`src/rtl/tmr_prescaler.sv`:
```
module tmr_prescaler #(
  parameter int SEL_W = 3
) (
  input  logic             clk,
  input  logic             rst_n,
  input  logic             run,
  input  logic [SEL_W-1:0] sel,
  output logic             div_tick
);
  localparam int PH_W = (1 << SEL_W) - 1;

  logic [PH_W-1:0] phase;
  logic [PH_W:0]   wide_mask;
  logic [PH_W-1:0] mask;

  assign wide_mask = ((PH_W+1)'(1) << sel) - (PH_W+1)'(1);
  assign mask      = wide_mask[PH_W-1:0];
  assign div_tick  = run && ((phase & mask) == mask);

  always_ff @(posedge clk or negedge rst_n) begin
    if (!rst_n)   phase <= '0;
    else if (run) phase <= phase + PH_W'(1);
    else          phase <= '0;
  end
endmodule

```
`src/rtl/tmr_tick_mux.sv`:
```
module tmr_tick_mux #(
  parameter int SRC_W = 2
) (
  input  logic                    run,
  input  logic [SRC_W-1:0]        src,
  input  logic                    div_tick,
  input  logic [(1<<SRC_W)-2:0]   alt_tick,
  output logic                    tick
);
  localparam int N_SRC = 1 << SRC_W;

  logic [N_SRC-1:0] cand;

  assign cand[0] = div_tick;
  for (genvar i = 1; i < N_SRC; i++) begin : g_alt
    assign cand[i] = alt_tick[i-1];
  end

  assign tick = run && cand[src];
endmodule

```
`src/rtl/tmr_count_core.sv`:
```
module tmr_count_core #(
  parameter int CNT_W = 16
) (
  input  logic             clk,
  input  logic             rst_n,
  input  logic             tick,
  input  logic             zero_req,
  output logic [CNT_W-1:0] value,
  output logic             wrap_evt
);
  localparam logic [CNT_W-1:0] TOP = '1;

  assign wrap_evt = tick && !zero_req && (value == TOP);

  always_ff @(posedge clk or negedge rst_n) begin
    if (!rst_n)        value <= '0;
    else if (zero_req) value <= '0;
    else if (tick)     value <= value + CNT_W'(1);
  end
endmodule

```
`src/rtl/tmr_ovf_flag.sv`:
```
module tmr_ovf_flag (
  input  logic clk,
  input  logic rst_n,
  input  logic wrap_evt,
  input  logic wr,
  input  logic wdata,
  input  logic ie,
  output logic flag,
  output logic irq
);
  always_ff @(posedge clk or negedge rst_n) begin
    if (!rst_n)           flag <= 1'b0;
    else if (wrap_evt)    flag <= 1'b1;
    else if (wr && wdata) flag <= 1'b0;
  end

  assign irq = flag && ie;
endmodule

```
`src/rtl/tmr_freerun.sv`:
```
module tmr_freerun #(
  parameter int CNT_W = 16,
  parameter int SEL_W = 3,
  parameter int SRC_W = 2
) (
  input  logic                  clk,
  input  logic                  rst_n,
  input  logic                  tmr_on,
  input  logic [SEL_W-1:0]      psc_sel,
  input  logic [SRC_W-1:0]      src_sel,
  input  logic [(1<<SRC_W)-2:0] alt_tick,
  input  logic                  ovf_ie,
  input  logic                  clr_on_match,
  input  logic                  ch7_match,
  input  logic                  flag_wr,
  input  logic                  flag_wdata,
  output logic [CNT_W-1:0]      count,
  output logic                  ovf_flag,
  output logic                  ovf_irq
);
  // Named internal events, visible to the bound checker.
  logic div_tick;
  logic tick;
  logic zero_req;
  logic wrap_evt;

  assign zero_req = clr_on_match && ch7_match;

  tmr_prescaler #(.SEL_W(SEL_W)) u_psc (
    .clk      (clk),
    .rst_n    (rst_n),
    .run      (tmr_on),
    .sel      (psc_sel),
    .div_tick (div_tick)
  );

  tmr_tick_mux #(.SRC_W(SRC_W)) u_mux (
    .run      (tmr_on),
    .src      (src_sel),
    .div_tick (div_tick),
    .alt_tick (alt_tick),
    .tick     (tick)
  );

  tmr_count_core #(.CNT_W(CNT_W)) u_core (
    .clk      (clk),
    .rst_n    (rst_n),
    .tick     (tick),
    .zero_req (zero_req),
    .value    (count),
    .wrap_evt (wrap_evt)
  );

  tmr_ovf_flag u_flag (
    .clk      (clk),
    .rst_n    (rst_n),
    .wrap_evt (wrap_evt),
    .wr       (flag_wr),
    .wdata    (flag_wdata),
    .ie       (ovf_ie),
    .flag     (ovf_flag),
    .irq      (ovf_irq)
  );
endmodule

```
`config.mk`:
```
export PLATFORM = sky130hd
export DESIGN_NAME = tmr_freerun
export DESIGN_NICKNAME = d
export VERILOG_FILES = /design/src/rtl/tmr_prescaler.sv /design/src/rtl/tmr_tick_mux.sv /design/src/rtl/tmr_count_core.sv /design/src/rtl/tmr_ovf_flag.sv /design/src/rtl/tmr_freerun.sv
export SDC_FILE = /design/constraint.sdc
export NUM_CORES = 1
export LEC_CHECK = 0
export BUFFER_PORTS_ARGS = -buffer_cell sky130_fd_sc_hd__buf_2
export CAP_MARGIN = 20
export CORE_MARGIN = 2
export CORE_UTILIZATION = 55
export CTS_BUF_LIST = sky130_fd_sc_hd__clkbuf_2
export DETAILED_ROUTE_END_ITERATION = 7
export PLACE_DENSITY = 0.81
export SLEW_MARGIN = 10
export SYNTH_ARGS = -nofsm -noshare
export SYNTH_HDL_FRONTEND = slang
export SYNTH_SLANG_ARGS = --single-unit
```
`constraint.sdc`:
```
create_clock -name clk -period 3.26 [get_ports clk]
set_input_delay 0.652 -clock clk [delete_from_list [all_inputs] [get_ports clk]]
set_output_delay 0.652 -clock clk [all_outputs]
set_load 0.03 [all_outputs]
```
==> results.md, run 1 <==
- After detailed routing, the total wire length is 3.02 mm.
- At the end of routability-driven placement, the weighted congestion stood at 0.791.
- The final standard cell count with taps included and fillers excluded is 220.
- Of the cells placed in the final design, the portion with a size suffix greater than 1 is 0.265.
- The post-route cell area is 1750 µm².
- The die span in x is 56.9 µm.
- The cell depth of the worst setup path is 5.
- The final net count is 209.
- Clock-pin slew was measured on the worst setup and hold paths at 0.20 ns.
- The via count of the first global-routing pass is 1,200.
- The total number of clock tree sinks is 24.
- The number of distinct standard cells referenced by the synthesized netlist is 34.
- The detailed router placed 1,246 vias in this run.
- Data arrives at the worst endpoint at 2.42 ns.
- The maximum clock rate is 464 MHz.
- The count of final max-slew check failures was 0.
- The flow ran to the end, and the final reports show no timing, DRC or antenna violations.
- The count of TritonRoute iterations in the first routing pass is 4.
- The number of placed instances, taps included, is 217.
- The mean number of vias per cell is 5.66.
- Measured against its own limit, the worst slew margin works out to 0.402.
- The number of buffers added for setup after CTS is 0.
- The number of buffers and inverters on the critical path is 0.
- The largest single stage delay on the critical path is 0.66 ns.
- Dividing the final minimum period by the clock period gives 0.661.
- The synthesis-to-layout area growth is 13.5%.
- In the routed design, unresolved DRC markers number 0.
- The tree is rooted in a clkbuf_2.
- Summed over all nets, the half-perimeter wirelength after detailed placement is 2.26 mm.
- The main combinational cell family by area after synthesis is simple AND/OR/NAND/NOR gates.
- CTS built an H-tree with a depth of 1.
- The area used by multi-input combinational logic is 890 µm².
- The total of fill cells in the finished design is 239.
- The largest fanout of any net on the critical path is 15.
- The number of top-level pins is 34.
- The largest buffer count on any clock path is 2.
- The area share of fa/ha/maj cells after synthesis is 0.0163.
- The Yosys step of the flow raised 0 warnings.
- The signal on the critical path passes through nor2b_1, o2111ai_2, o221ai_2, a2111oi_1, mux2i_1.
- The type of the setup path with the least slack is reg2reg.
- The number of antenna violations at the first check in global routing came to 0.
- The mean instance size in the synthesized netlist is 9.87 µm².
- The worst setup path is launched from a flop.
- The number of DRC markers after the initial detailed-route iteration is 61.
- The slowest stage of the critical path belongs to the cell a2111oi_1.
- The floorplan die area is 3240 µm².
- At the pin with the least slew margin, the transition time is 0.896 ns.
- The final number of setup-violating endpoints is 0.
- The share of the Yosys chip area taken by registers is 0.390.
- The min-delay analysis places its worst path in the category in2async.
- The leakage power of the design is 0.764 nW.
- Setup repair after global routing left no endpoint under its margin.
- The flip-flop and latch count after synthesis is 24.
- The number of nets in the synthesized netlist is 174.
- For this configuration, the core starts out at a cell density of 0.568.
- The first global-routing pass estimated 5.24 mm of wire.
- 0 antenna diodes ended up in the layout.
- The setup TNS after final layout is 0 ns.
- Entering global routing, the biggest net connects 25 pins.
- The complex-gate fraction of the synthesized area was 0.173.
- The worst-skew pair later-pin latency is 0.32 ns.
- The multiplexer share of the synthesized area is 0.111.
- The core area is 2710 µm².
- STA puts the critical path data required time at 3.53 ns.
- Once placement finished, the instance area stood at 1730 µm².
- The number of max-cap violations is 0.
- The total CTS buffers is 3.
- The instance count of the mapped netlist is 156.
- Of the total synthesized cell area, the portion taken by XOR and XNOR cells is 0.0228.
- In this run the core area contains 19 standard-cell rows.
- On the critical path the largest part of the delay comes from compound AO/OA/AOI/OAI gates.
- The cell area that synthesis handed to floorplanning was 1540 µm².
- Measured in cells, the most critical reg-to-reg path has a length of 5.
- The overall overflow remaining after global route is 0.
- Power spread over the standard cell area amounts to 307 nW/µm².
- The antenna violation net count after detailed routing is 0.
- The area taken by flip-flops and latches is 601 µm².
- The highest ir drop seen on vdd is 0.297 mV.
- Dividing the detail-routed wire length by the instance count gives 13.7 µm.
- Across every metal layer, demand over resource in global routing totals 0.202.
- The time the worst path needs with I/O delays and setup is 2.15 ns.
- In this run the vertical extent of the chip is 56.9 µm.
- TritonCTS built the clock tree.
- The kind of end point of the critical path is a flop.
- In this run, post-CTS repair resized a total of 0 instances.
- Across the routed clock network, the largest skew measured is 0.00369 ns.
- The number of I/O port buffers is 33.
- Of the total synthesized cell area, the portion taken by AND, OR, NAND and NOR gates is 0.254.
- The number of buffers added to fix hold violations after cts is 0.
- The final hold violation count is 0.
==> worst paths after layout <==
| kind | from | endpoint | slack [ns] |
|---|---|---|---|
| setup / recovery | u_psc.phase[2]$_DFF_PN0_ | u_core.value[7]$_DFFE_PN0P_ | 1.11 |
| hold / removal | rst_n | u_flag.flag$_DFFE_PN0P_ | 0.26 |
| setup reg to reg | u_psc.phase[2]$_DFF_PN0_ | u_core.value[7]$_DFFE_PN0P_ | 1.11 |
| hold reg to reg | u_flag.flag$_DFFE_PN0P_ | u_flag.flag$_DFFE_PN0P_ | 0.56 |
| max in group asynchronous | rst_n | u_core.value[2]$_DFFE_PN0P_ | 2.65 |
| min in group clk | u_flag.flag$_DFFE_PN0P_ | u_flag.flag$_DFFE_PN0P_ | 0.56 |
==> flip-flops by register name, indices dropped and copies added (netlist names) <==
signal        flops
u_core.value     16
u_flag.flag       1
u_psc.phase       7
==> report_power, final <==
group          internal, mW  switching (mW)  total (mW)
clock                0.0251          0.0825       0.108
sequential            0.309          0.0154       0.324
combinational        0.0369          0.0681       0.105
total                 0.371           0.166       0.537
==> final cells by class <==
type	instances	area share
clock buffer	3	0.00860
multi-input combinational	122	0.509
tap	31	0.0222
inverter	4	0.00860
timing repair buffer	36	0.107
sequential	24	0.344
==> worst reg2reg max path, delay by kind of cell (launching register included) <==
| kind | cells | cell delay [ns] |
|---|---|---|
| compound gates | 3 | 1.24 |
| flops | 1 | 0.49 |
| mux | 1 | 0.26 |
| simple gates | 1 | 0.11 |
==> through the flow <==
stage / worst slack [ns] / power (mW) / util / hold WS (ns)
4_1_cts: 1.10 / 0.542 / 0.645 / 0.271
6_report: 1.11 / 0.537 / 0.645 / 0.263
3_5_place_dp: 0.746 / 0.434 / 0.639 / 0.517
3_3_place_gp: 0.845 / 0.430 / 0.639 / 0.502
2_1_floorplan: 1.32 / 0.399 / - / 0.356
5_1_grt: 0.940 / 0.568 / 0.645 / 0.267
==> placed cells by master, fill, tap and decap left out, types with 4 or more instances in the layout <==
cell type and n:
nand2b_1 16, nand3_1 10, a211oi_1 6, and2_1 5, mux2i_1 16, inv_1 4
dfrtp_1 24, nand2_1 27, buf_2 33, nand4_1 4, nor2_1 4, nor2b_1 4
==> cells in the mapped netlist <==
cell type  instances  area share
a2111oi_2          2       0.020
clkbuf_1           3      0.0073
or2_4              1      0.0057
nor2b_1            4       0.016
inv_1              4      0.0098
or3_1              1      0.0041
a21boi_0           1      0.0049
buf_4              1      0.0049
o31ai_2            1      0.0081
nor2_1             4      0.0098
o2111ai_2          1      0.0098
and2_1             5       0.020
or2_1              1      0.0041
nand2_1           27       0.066
a21oi_1            3      0.0098
xnor2_1            3       0.017
a22o_1             1      0.0057
nor3_2             1      0.0065
and3_1             2      0.0081
dfrtp_1           24        0.39
a211oi_1           6       0.029
buf_6              1      0.0073
buf_1              1      0.0024
nand4_1            4       0.016
nand3_1           10       0.033
xor2_1             1      0.0057
a2111oi_4          3       0.054
nand2b_1          16       0.065
mux2_2             1      0.0073
o21ai_0            1      0.0032
ha_1               2       0.016
o221ai_2           1      0.0098
a2111oi_1          3       0.020
mux2i_1           16        0.10
==> metal layers <==
layer	share of wire	GRT usage
met5	0	0
met4	0.011	0.0598
met3	0.046	0.0276
met2	0.46	0.304
met1	0.48	0.301
==> cells by family (layout without fill, tap and decap cells) <==
group	after synthesis	after routing
XOR/XNOR	4	4
adder cells (fa/ha/maj)	2	2
buffers and inverters	10	43
multiplexers	17	17
AO/OA/AOI/OAI	23	23
AND/OR/NAND/NOR	76	76
flip-flops	24	24
Note: power is estimated with default switching activity, not from simulation.
==> inputs of run 2 (changes only) <==
--- a/config.mk
+++ b/config.mk
@@ -8,10 +8,10 @@
 export BUFFER_PORTS_ARGS = -buffer_cell sky130_fd_sc_hd__buf_2
 export CAP_MARGIN = 20
 export CORE_MARGIN = 2
-export CORE_UTILIZATION = 55
+export CORE_UTILIZATION = 50
 export CTS_BUF_LIST = sky130_fd_sc_hd__clkbuf_2
 export DETAILED_ROUTE_END_ITERATION = 7
-export PLACE_DENSITY = 0.81
+export PLACE_DENSITY = 0.77
 export SLEW_MARGIN = 10
 export SYNTH_ARGS = -nofsm -noshare
 export SYNTH_HDL_FRONTEND = slang
==> constraint.sdc (replaced) <==
create_clock -name clk -period 1.8 [get_ports clk]
set_input_delay 0.36 -clock clk [delete_from_list [all_inputs] [get_ports clk]]
set_output_delay 0.36 -clock clk [all_outputs]
set_load 0.03 [all_outputs]
==> results.md, run 2 (synthesis gave the netlist of run 1 again) <==
- The commonest non-fill, non-tap cell in the layout is buf_2.
- The count of final max-slew check failures came to 0.
- Timing would allow up to 530 MHz.
- The signal on the critical path passes through buf_6, nand2b_4, o2111ai_2, o221ai_2, buf_4, buf_6, a2111oi_4, mux2i_1.
- The number of vias in the routed layout is 1,419.
- The root buffer cell chosen for the clock tree is clkbuf_2.
- The flow ran to the end, but the final reports show violations.
- The fraction of layout cells with a size suffix above 1 is 0.454.
- Headroom to the max-slew limit came out at 0.628.
- The measured slew at the worst slew-check pin is 0.558 ns.
- The global-route wire length before repair is 6.20 mm.
- The clock passes through at most 2 buffers.
- Wires add up to 4.20 mm.
- Setup repair after global routing could not meet its margin everywhere.
- The cell at the slowest stage of the critical path is dfrtp_1.
- The via count of the first global-routing pass is 1,354.
- The final antenna diode count is 0.
- The highest ir drop seen on vdd is 0.408 mV.
- The library cells used most frequently in the layout, excluding fill and tap cells, are 33 x buf_2, 25 x nand2_1, 21 x buf_4, 20 x dfrtp_1, 16 x mux2i_1.
- The die is 59.5 µm tall.
- The type of the setup path with the least slack is reg2reg.
- The net count of the finished layout is 237.
- In the finished design, the share of the clock period the worst path needs comes to 1.05.
- TritonCTS built the clock tree.
- The min-delay analysis places its worst path in the category in2reg.
- Summed over all cells, the static leakage comes to 0.961 nW.
- In the global route stage, overall resource usage came out at 0.234.
- For this design the ratio of total power to cell area is 507 nW/µm².
- After detailed routing, the average wire length per cell comes to 16.7 µm.
- Once detail routing completed, the nets flagged for antenna violations numbered 0.
- In this run the number of H-tree levels came out at 1.
- The data arrival time of the critical path is 2.19 ns.
- The half-perimeter wire length of the detailed placement result is 2.63 mm.
- The largest net degree at the start of global routing is 29.
- In this run the standard cell core region covers 2980 µm².
- The setup skew after layout is 0.00378 ns.
- On the critical path the largest part of the delay comes from compound AO/OA/AOI/OAI gates.
- The die covers 3540 µm².
- The flip-flop count of the largest register after layout is 16.
- The overall overflow remaining after global route is 0.
- The area growth from synthesis to layout is 44.5%.
- The total CTS buffers is 3.
- STA puts the critical path data required time at 2.11 ns.
- The worst-skew pair later-pin latency is 0.37 ns.
- Row generation in the floorplan step produced 20 rows.
- Pin placement for this block handled 34 I/O pins.
- For this run, design rule violations remaining after detail routing come to 0.
- The count of TritonRoute iterations in the first routing pass is 4.
- The number of antenna violations at the first check in global routing was 0.
- The number of buffers and inverters on the critical path is 3.
- The highest cell delay on the worst timing path is 0.44 ns.
- The largest registers in the layout are u_core.value: 16 flops, u_psc.phase: 7 flops, u_flag.flag: 1 flops.
- The worst setup path is captured at a flop.
- The final estimated routing congestion in global placement is 0.871.
- The worst setup slack after placement is -0.223 ns.
- The total number of clock tree sinks is 24.
- After clock tree synthesis, the clock-pin slew on the worst setup and hold paths is 0.23 ns.
- The final hold violation count is 0.
- The checks that failed: negative setup slack.
- For this block, the initial DRC count from the detailed router was 82.
- The worst setup path is launched from a flop.
- Buffers placed on the I/O ports in this run total 33.
- The mean number of vias per cell is 5.65.
- The tool flagged a number of max-cap violations equal to 0.
- The worst path setup slack after routing is -0.0871 ns.
- The starting density of the core is 0.517.
- The final number of setup-violating endpoints is 8.
- Of all nets on the critical path, the largest fanout is 3.
- The die span in x is 59.5 µm.
- The routed design could run at a clock period as short as 1.89 ns.
- Ranked by flip-flop count, first place goes to u_core.value.
- The cell type with the highest occurrence count on the critical path is buf_6.
- The setup TNS after final layout is -0.375 ns.
run 2: power breakdown:
| group | internal [mW] | total, mW | switching, mW |
|---|---|---|---|
| clock network | 0.0482 | 0.221 | 0.173 |
| registers | 0.559 | 0.587 | 0.0282 |
| logic | 0.131 | 0.319 | 0.188 |
run 2: worst paths after layout:
path,start,to,slack [ns],depth (start not counted)
setup / recovery,u_psc.phase[0]$_DFF_PN0_,u_core.value[15]$_DFFE_PN0P_,-0.09,8
hold / removal,flag_wdata,u_flag.flag$_DFFE_PN0P_,0.26,3
setup reg to reg,u_psc.phase[0]$_DFF_PN0_,u_core.value[15]$_DFFE_PN0P_,-0.09,8
hold reg to reg,u_flag.flag$_DFFE_PN0P_,u_flag.flag$_DFFE_PN0P_,0.54,1
max in group asynchronous,rst_n,u_core.value[5]$_DFFE_PN0P_,0.93,2
min in group asynchronous,rst_n,u_core.value[15]$_DFFE_PN0P_,0.48,2
run 2: layout make-up:
cell class | instances | area (µm²)
clock buffers | 3 | 15.0
clock inverters | 1 | 3.75
fillers | 191 | 754
inverters | 4 | 15.0
multi-input cells | 122 | 1090
flip-flops and latches | 24 | 606
well taps | 33 | 41.3
repair buffers | 64 | 452
run 2: worst min-delay path: stages:
cell and delay [ns]:
buf_2 0.09, nand2_1 0.05, a22o_1 0.11
run 2: through the flow:
stage | power, mW | hold WS, ns | utilization | instance area (µm²) | instances
6_report | 1.13 | 0.258 | 0.747 | 2220 | 251
2_1_floorplan | 0.723 | 0.0644 | - | 1540 | 156
5_1_grt | 1.18 | 0.236 | 0.747 | 2220 | 251
3_5_place_dp | 0.818 | 0.387 | 0.629 | 1870 | 237
3_3_place_gp | 0.804 | 0.372 | 0.629 | 1870 | 237
4_1_cts | 1.07 | 0.255 | 0.687 | 2050 | 249
run 2: what timing repair did:
item / CTS / global route
hold buffers: 1 / 0
setup endpoints to repair: 17 / 18
resized for setup: 14 / 30
setup buffers: 7 / 9
endpoints found under the hold margin: 24 / 0
pin swaps: 10 / 15
run 2: layer usage:
metal | part of all wire | wire length [µm] | track usage | vias to the layer above
met3 | 0.048 | 201 | 0.0546 | 11
met2 | 0.49 | 2070 | 0.408 | 47
met1 | 0.43 | 1830 | 0.289 | 683
met4 | 0.023 | 97 | 0.0552 | 0
li1 | - | - | - | 678
met5 | 0 | 0 | 0 | -
